File: config.mk
export PLATFORM = sky130hd
export DESIGN_NAME = wfm_master
export DESIGN_NICKNAME = d
export VERILOG_FILES = /design/src/rtl/wfm_pkg.sv /design/src/rtl/wfm_datapath.sv /design/src/rtl/wfm_ctrl.sv /design/src/rtl/wfm_master.sv
export SDC_FILE = /design/constraint.sdc
export NUM_CORES = 1
export LEC_CHECK = 0
export BUFFER_PORTS_ARGS = -buffer_cell sky130_fd_sc_hd__buf_2
export CAP_MARGIN = 20
export CORE_AREA = 2 2 169 171
export CTS_BUF_LIST = sky130_fd_sc_hd__clkbuf_8
export DETAILED_ROUTE_END_ITERATION = 8
export DIE_AREA = 0 0 171 173
export PLACE_DENSITY_LB_ADDON = 0.25
export SLEW_MARGIN = 10
export SYNTH_ARGS = -nofsm -noshare
export SYNTH_HDL_FRONTEND = slang
export SYNTH_HIERARCHICAL = 1
export SYNTH_SLANG_ARGS = --single-unit
export TNS_END_PERCENT = 50
File: constraint.sdc
create_clock -name clk -period 4.9 [get_ports clk]
set_input_delay 0.735 -clock clk [delete_from_list [all_inputs] [get_ports clk]]
set_output_delay 0.735 -clock clk [all_outputs]
set_load 0.02 [all_outputs]
File: src/rtl/wfm_pkg.sv
package wfm_pkg;
  localparam int CTL_W   = 6;
  localparam int RDY_W   = 6;
  localparam int ADDR_W  = 9;
  localparam int CNT_W   = 32;
  localparam int NUM_VEC = 8;
  localparam int IDX_W   = $clog2(NUM_VEC);
  localparam int REG_W   = 32;
  localparam int RA_W    = 4;
  localparam int VEC_W   = CTL_W + 2 * RDY_W + 2 * IDX_W + 4;

  localparam logic [RA_W-1:0] RA_COUNT = 4'd8;
  localparam logic [RA_W-1:0] RA_CTRL  = 4'd9;
  localparam logic [RA_W-1:0] RA_ADDR  = 4'd10;

  typedef struct packed {
    logic             last;
    logic             addrInc;
    logic             fifoAdv;
    logic [IDX_W-1:0] nextFalse;
    logic [IDX_W-1:0] nextTrue;
    logic             anyMode;
    logic [RDY_W-1:0] level;
    logic [RDY_W-1:0] mask;
    logic [CTL_W-1:0] ctl;
  } vec_t;

  typedef struct packed {
    logic cntLoad;
    logic cntDec;
    logic adrLoad;
    logic adrInc;
  } dp_strobe_t;
endpackage

File: src/rtl/wfm_datapath.sv
module wfm_datapath
  import wfm_pkg::*;
(
  input  logic              clk,
  input  logic              rstN,
  input  dp_strobe_t        strobe,
  input  logic [REG_W-1:0]  wrData,
  output logic [CNT_W-1:0]  cntQ,
  output logic [ADDR_W-1:0] addrQ,
  output logic              cntOne,
  output logic              cntZero
);
  always_ff @(posedge clk or negedge rstN) begin
    if (!rstN) begin
      cntQ <= '0;
    end else if (strobe.cntLoad) begin
      cntQ <= CNT_W'(wrData);
    end else if (strobe.cntDec) begin
      cntQ <= cntQ - 1'b1;
    end
  end

  always_ff @(posedge clk or negedge rstN) begin
    if (!rstN) begin
      addrQ <= '0;
    end else if (strobe.adrLoad) begin
      addrQ <= wrData[ADDR_W-1:0];
    end else if (strobe.adrInc) begin
      addrQ <= addrQ + 1'b1;
    end
  end

  assign cntOne  = (cntQ == CNT_W'(1));
  assign cntZero = (cntQ == '0);

  p_addr_step_r6: assert property (@(posedge clk) disable iff (!rstN)
    strobe.adrInc |=> addrQ == ADDR_W'($past(addrQ) + 1'b1));

  p_count_dec_r9: assert property (@(posedge clk) disable iff (!rstN)
    strobe.cntDec |=> cntQ == CNT_W'($past(cntQ) - 1'b1));
endmodule

File: src/rtl/wfm_ctrl.sv
module wfm_ctrl
  import wfm_pkg::*;
(
  input  logic             clk,
  input  logic             rstN,
  input  logic             regWr,
  input  logic [RA_W-1:0]  regAddr,
  input  logic [REG_W-1:0] regWrData,
  input  logic [RDY_W-1:0] rdyIn,
  input  logic             fifoEmpty,
  input  logic             fifoFull,
  input  logic             cntOne,
  input  logic             cntZero,
  output dp_strobe_t       strobe,
  output logic [CTL_W-1:0] ctlOut,
  output logic             fifoStrobe,
  output logic             busy,
  output logic             done,
  output logic             dirIn,
  output logic [VEC_W-1:0] vecRdData
);
  logic             running;
  logic             doneQ;
  logic             dirQ;
  logic [IDX_W-1:0] idx;
  vec_t             tab [NUM_VEC];
  vec_t             cur;
  logic             tabSel;

  assign tabSel = regWr && (regAddr[RA_W-1:IDX_W] == '0);

  for (genvar i = 0; i < NUM_VEC; i++) begin : g_vec
    vec_t entry;
    always_ff @(posedge clk or negedge rstN) begin
      if (!rstN) begin
        entry <= '0;
      end else if (tabSel && regAddr[IDX_W-1:0] == IDX_W'(i)) begin
        entry <= vec_t'(regWrData[VEC_W-1:0]);
      end
    end
    assign tab[i] = entry;
  end

  assign cur       = tab[idx];
  assign vecRdData = tab[regAddr[IDX_W-1:0]];

  logic [RDY_W-1:0] hit;
  logic cond, fifoOk, stall, fire, ctrlWr, goReq;

  assign hit    = ~(rdyIn ^ cur.level) & cur.mask;
  assign cond   = cur.anyMode ? (|hit) : (&(hit | ~cur.mask));
  assign fifoOk = dirQ ? !fifoFull : !fifoEmpty;
  assign stall  = running && cond && cur.fifoAdv && !fifoOk;
  assign fire   = running && cond && !stall;
  assign ctrlWr = regWr && (regAddr == RA_CTRL) && !running;
  assign goReq  = ctrlWr && regWrData[0];

  always_comb begin
    strobe.cntLoad = regWr && (regAddr == RA_COUNT) && !running;
    strobe.adrLoad = regWr && (regAddr == RA_ADDR) && !running;
    strobe.adrInc  = fire && cur.addrInc;
    strobe.cntDec  = fire && cur.last;
  end

  always_ff @(posedge clk or negedge rstN) begin
    if (!rstN) begin
      running <= 1'b0;
      doneQ   <= 1'b0;
      dirQ    <= 1'b0;
      idx     <= '0;
    end else if (ctrlWr) begin
      dirQ <= regWrData[1];
      if (regWrData[0]) begin
        if (cntZero) begin
          doneQ <= 1'b1;
        end else begin
          running <= 1'b1;
          idx     <= '0;
          doneQ   <= 1'b0;
        end
      end
    end else if (running) begin
      if (!cond) begin
        idx <= cur.nextFalse;
      end else if (!stall) begin
        if (cur.last) begin
          idx <= '0;
          if (cntOne) begin
            running <= 1'b0;
            doneQ   <= 1'b1;
          end
        end else begin
          idx <= cur.nextTrue;
        end
      end
    end
  end

  assign ctlOut     = running ? cur.ctl : '0;
  assign fifoStrobe = fire && cur.fifoAdv;
  assign busy       = running;
  assign done       = doneQ;
  assign dirIn      = dirQ;

  p_go_start_r3: assert property (@(posedge clk) disable iff (!rstN)
    (goReq && !cntZero) |=> (busy && idx == '0));

  p_stall_hold_r8: assert property (@(posedge clk) disable iff (!rstN)
    stall |=> ($stable(idx) && busy));

  p_strobe_ready_r7: assert property (@(posedge clk) disable iff (!rstN)
    fifoStrobe |-> (dirQ ? !fifoFull : !fifoEmpty));

  p_done_idle_r9: assert property (@(posedge clk) disable iff (!rstN)
    done |-> !busy);
endmodule

File: src/rtl/wfm_master.sv
module wfm_master
  import wfm_pkg::*;
(
  input  logic              clk,
  input  logic              rstN,
  input  logic              regWr,
  input  logic [RA_W-1:0]   regAddr,
  input  logic [REG_W-1:0]  regWrData,
  output logic [REG_W-1:0]  regRdData,
  input  logic [RDY_W-1:0]  rdyIn,
  input  logic              fifoEmpty,
  input  logic              fifoFull,
  output logic [CTL_W-1:0]  ctlOut,
  output logic [ADDR_W-1:0] addrOut,
  output logic              fifoStrobe,
  output logic              busy,
  output logic              done
);
  dp_strobe_t       strobe;
  logic [CNT_W-1:0] cntQ;
  logic             cntOne, cntZero, dirIn;
  logic [VEC_W-1:0] vecRdData;

  wfm_ctrl u_ctrl (
    .clk(clk), .rstN(rstN), .regWr(regWr), .regAddr(regAddr),
    .regWrData(regWrData), .rdyIn(rdyIn), .fifoEmpty(fifoEmpty),
    .fifoFull(fifoFull), .cntOne(cntOne), .cntZero(cntZero),
    .strobe(strobe), .ctlOut(ctlOut), .fifoStrobe(fifoStrobe),
    .busy(busy), .done(done), .dirIn(dirIn), .vecRdData(vecRdData)
  );

  wfm_datapath u_dp (
    .clk(clk), .rstN(rstN), .strobe(strobe), .wrData(regWrData),
    .cntQ(cntQ), .addrQ(addrOut), .cntOne(cntOne), .cntZero(cntZero)
  );

  always_comb begin
    regRdData = '0;
    if (regAddr == RA_COUNT) begin
      regRdData = REG_W'(cntQ);
    end else if (regAddr == RA_CTRL) begin
      regRdData = REG_W'({dirIn, done, busy});
    end else if (regAddr == RA_ADDR) begin
      regRdData = REG_W'(addrOut);
    end else if (regAddr[RA_W-1:IDX_W] == '0) begin
      regRdData = REG_W'(vecRdData);
    end
  end
endmodule

== Yosys cells after proc, flatten, opt, wreduce, memory -nomap -nowiden ==
Cells that the tools add are included.

* Bits in registers: 271
* Word-level logic and storage cells: 185
* Output and inout port bits: 50
* Input port bits: 47

* Eq/ne operators: 15
* Mux-type cells: 40
* Bitwise gates (word level): 8
* $add $sub $neg: 2
* Reductions and logical operators: 40
* Order comparisons: 2

{| class="wikitable"
|+ Operators with widths
! kind !! number
|-
| 28-bit two-way mux || 7
|-
| 28-bit binary-select mux with 3-bit select || 2
|-
| 32-bit two-way mux || 3
|-
| 32-bit by 1-bit == test with 1-bit output (second input constant) || 1
|-
| 32-bit zero test || 1
|-
| 32-bit by 1-bit subtractor with 32-bit output (second input constant) || 1
|-
| 1-bit logical AND || 22
|-
| 3-bit two-way mux || 7
|-
| 1-bit two-way mux || 18
|-
| 9-bit two-way mux || 2
|-
| 3-bit == test (second input constant) || 4
|-
| 4-bit == test (second input constant) || 3
|-
| 6-bit NOT || 2
|-
| 6-bit AND reduction || 2
|-
| 2-bit nonzero test || 6
|-
| 9-bit by 1-bit adder with 9-bit output (second input constant) || 1
|-
| 4-bit greater-or-equal comparator (second input constant) || 2
|-
| 3-bit NOT with 4-bit output || 2
|-
| 6-bit bitwise AND || 1
|-
| 3-bit by 2-bit == test with 1-bit output (second input constant) || 2
|-
| 6-bit two-way mux || 1
|-
| 2-bit != test (second input constant) || 3
|-
| 6-bit bitwise OR || 1
|-
| 6-bit OR reduction || 1
|-
| 8 further kinds || 12
|}

== Logic depth before layout (Yosys ltp) ==
* Word-level depth: 18
* Depth in mapped cells: 17

== Modules after synthesis ==
Netlist, hierarchy kept.

{| class="wikitable"
|+ Modules (own cells, without submodules)
! module !! cells an instance !! instances !! area an instance (µm²)
|-
| wfm_ctrl || 807 || 1 || 12280.5
|-
| wfm_datapath || 269 || 1 || 2376.0
|-
| wfm_master || 60 || 1 || 494.2
|}

== Worst setup path after synthesis ==
OpenSTA, ideal clock, no wires.

* Kind: reg2reg
* From: reg u_ctrl.idx[0]
* To: reg u_dp.cntQ[27]
* Library setup time: 0.082 ns
* Data required time: 4.818 ns
* Period minus slack after synthesis: 4.304 ns
* Stages on the path, launching flop included: 15
* Arrival: 4.222 ns
* Setup slack: 0.596 ns
* Path buffers: 3
* Cells stage by stage: dfrtp_1 buf_4 mux2i_1 mux4_2 xnor2_1 a222oi_1 and3_1 clkbuf_2 o211ai_1 a21oi_1 or3b_1 or4_1 buf_2 or4_1 a31oi_1

{| class="wikitable"
|+ RTL lines
! element !! RTL line !! text
|-
| from (decl) || wfm_ctrl.sv:25 || <nowiki>logic [IDX_W-1:0] idx;</nowiki>
|-
| from (signal assigned) || wfm_ctrl.sv:84 || <nowiki>idx <= cur.nextFalse;</nowiki>
|-
| from (signal assigned) || wfm_ctrl.sv:93 || <nowiki>idx <= cur.nextTrue;</nowiki>
|-
| to (signal assigned) || wfm_datapath.sv:17 || <nowiki>cntQ <= CNT_W'(wrData);</nowiki>
|-
| to (signal assigned) || wfm_datapath.sv:19 || <nowiki>cntQ <= cntQ - 1'b1;</nowiki>
|-
| to (decl) || wfm_datapath.sv:8 || <nowiki>output logic [CNT_W-1:0] cntQ,</nowiki>
|}

==> impl_metrics.ini <==
[power]
power.internal_mw = 5.59
switching_share_pct = 35.1
powerDensity_nw_per_um2 = 504
power_mw = 8.62
peakVddDrop_mv = 0.215
power.net_switching_mw = 3.02
p_leak_nw = 7.20
pwr-share-seq_pct = 39.4
comb_power_share_pct = 36.3
clock_power_share_pct = 24.2

[clocking]
numCtsBuffers = 46
root_buffer = clkbuf_8
cts_tree = built
insertion_delay_ns = 0.57
holdBufCountCts = 0
htreeDepth = 2
clk_pin_slew_ns = 0.06
cts.path.max_buffers = 3
clock-sinks = 271

[route]
drt_pass1_iterations = 5
drc = 0
routed_wl_um = 41300
drt_iter0_markers = 1138
vias = 10700
via_per_inst = 6.44
routedWlPerCell_um = 24.9
drtAntennaViolNets = 0

[place]
dp_hpwl_um = 26300
dp_cells = 1569
gp_congestion = 0.894
pre_cts_ws_ns = 0.348
placed_area_um2 = 16100
port_buffers = 96

[timing]
hold_viol = 0
finalWorstSetupSlack_ns = 0.289
finClkSkew_ns = 0.0155
setup_tns_ns = 0
slew_headroom_pct = 22.0
tightest_slew_ns = 1.17
rsz0062_at_grt = no
max_freq_mhz = 217
setup_viol = 0
min_period_ns = 4.61
drv_slew = 0
fin_crit_sh_pct = 94.1

[synth]
ys_warn_count = 6
synthesis.instances = 1136
synth.largest_area_cell = dfrtp_1
avgSynthCellArea_um2 = 13.3
yosysMostFrequentCell = dfrtp_1
synthesis.nets = 1186
yosys.area.top_type_share_pct = 44.8
ys_ff_latch = 271
synth-simple-area-share_pct = 7.79
synth_top_family_by_area = multiplexers
synthTopCellsByArea = dfrtp_1 45%, mux2_2 19%, mux4_2 16%
synthAdderAreaFrac_pct = 0.248
syn_area_um2 = 15200
synth.top_cells.by_count = 271 x dfrtp_1, 256 x mux2_2, 106 x mux4_2
synth_ff_type = dfrtp_1
synthXorXnorAreaFrac_pct = 1.85
synthMuxAreaShare_pct = 36.8
synth_edf_count = 0
synth-seq-area-share_pct = 44.8
yosysUniqueCellTypes = 62
ys_async_sr_fraction_pct = 100
synth_compound_area_share_pct = 5.85

[setup_path]
critPathLaunch = u_ctrl/idx[1]
timing.rr.start = u_ctrl/idx[1]
cp-end-kind = flip-flop
r2r_end = u_dp/cntQ[15]
cp_common_cell = buf_4
reg2reg_slack_ns = 0.29
cp_cell_sequence = buf_4 > mux4_2 > nand2_1 > nand2_1 > a222oi_1 > buf_4 > and3_1 > o211ai_1 > a21oi_1 > buf_4 > or4b_2 > nor4_1 > nor2_1 > a221o_1
cp.arrival_ns = 5.05
critical_path_required_ns = 5.34
r2r_cells = 14
start_kind = flip-flop
cp_max_fo = 21
worstSetupPathType = reg -> reg
crit_path_top_delay_cell = dfrtp_2
slowest_delay_ns = 0.73

[finish]
nNetsFinal = 1291
finish.instance_area_um2 = 17100
instances_no_fill = 1657
synthToLayoutAreaGrowth_pct = 12.9
drive_gt1_share_pct = 46.4
nFillCells = 2186

[global_routing]
grt_pass1_vias = 11000
grt.overflow.total = 0
gr-usage-all-layers_pct = 28.4
grt_max_degree = 103
grt_pass1_wl_um = 64600
grt_antenna_before_repair = 2

[run_status]
status = finished clean

[flow_run]
cap_violations = 0

[floorplan]
die-area_um2 = 29600
ios = 97
fp-row-count = 61
die_h_um = 173
initial_core_util_pct = 54.8
fp.dieW_um = 171
coreArea_um2 = 27600

[min_path]
hp-class = in -> async
==> critical path: cells and delay by family (launching register included) <==
family / cells / cell delay (ns)
buf+inv: 3 / 0.71
flops: 1 / 0.73
mux: 1 / 0.32
compound gates: 4 / 1.05
simple gates: 6 / 1.67
==> layout make-up <==
type	instances	area, um^2	share of cell area [%]
Multi-Input combinational cell	778	8010	46.8
Timing Repair Buffer	137	858	5.02
Sequential cell	271	6790	39.7
Clock inverter	24	128	0.746
Tap cell	378	473	2.76
Antenna cell	2	5.00	0.0293
Clock buffer	60	826	4.83
Inverter	7	26.3	0.154
==> power by group through the flow <==
stage	combinational [mW]	sequential, mW	clock (mW)
after floorplan	2.28	3.20	0
final	3.13	3.40	2.09
after CTS	3.07	3.40	2.12
after global routing	3.35	3.48	2.22
after detailed placement	3.06	3.43	0
after global placement	2.99	3.40	0
==> timing repair <==
| item | in CTS | in global routing |
|---|---|---|
| endpoints found under the setup margin | 0 | 1 |
| buffers inserted | 0 | 1 |
| resized for setup | 0 | 0 |
==> worst max path at each step <==
stage / end
final: u_dp/cntQ[15]
after global routing: u_dp/cntQ[16]
after global placement: u_dp/cntQ[16]
after detailed placement: u_dp/cntQ[15]
after floorplan: u_dp/cntQ[27]
after CTS: u_dp/cntQ[15]
==> cells in the final DEF (no fill, tap or decap), types with 5 or more instances in the layout <==
cell	n
xnor2_1	13
mux4_2	106
o21ai_0	26
o211ai_1	5
a22o_1	21
nand3_1	12
nand4_1	5
clkinv_2	9
or3_1	7
buf_2	94
o31ai_1	13
nand2b_1	6
clkbuf_8	60
a21oi_1	16
nor2b_1	6
nand2_1	83
mux2_2	256
a31oi_1	16
nor4_1	7
a221o_1	8
and3_1	6
nor2_1	31
buf_4	38
xor2_1	19
or4_1	20
nor3_1	11
mux2i_1	31
dfrtp_1	269
inv_1	19
==> cells by family after synthesis <==
| logic type | count (synthesis) |
|---|---|
| AND/OR/NAND/NOR | 226 |
| multiplexers | 393 |
| adder cells (fa/ha/maj) | 3 |
| XOR/XNOR | 32 |
| buffers and inverters | 87 |
| flip-flops | 271 |
| AO/OA/AOI/OAI | 124 |
==> metal layers <==
metal  wire, um  GRT usage [%]  part of all wire [%]
met3       2820           4.76                   6.8
met5          0              0                     0
met1      17500           40.3                    42
met2      19900           45.3                    48
met4       1070           8.55                   2.6
==> per-stage QoR <==
step	hold WS, ns	utilization, %
final	0.192	61.9
after global routing	0.281	61.9
after CTS	0.241	61.7
after detailed placement	0.511	58.3
after global placement	0.501	58.3
after floorplan	0.439	-
==> state kept, by name (all words and copies together) (netlist names) <==
| name | count |
|---|---|
| u_dp/cntQ | 32 |
| u_ctrl/busy | 1 |
| u_ctrl/dirIn | 1 |
| u_ctrl/done | 1 |
| u_dp/addrQ | 9 |
| u_ctrl/idx | 3 |
| u_ctrl/g_vec.entry | 224 |
No activity file was read; power rests on OpenSTA's default activity.
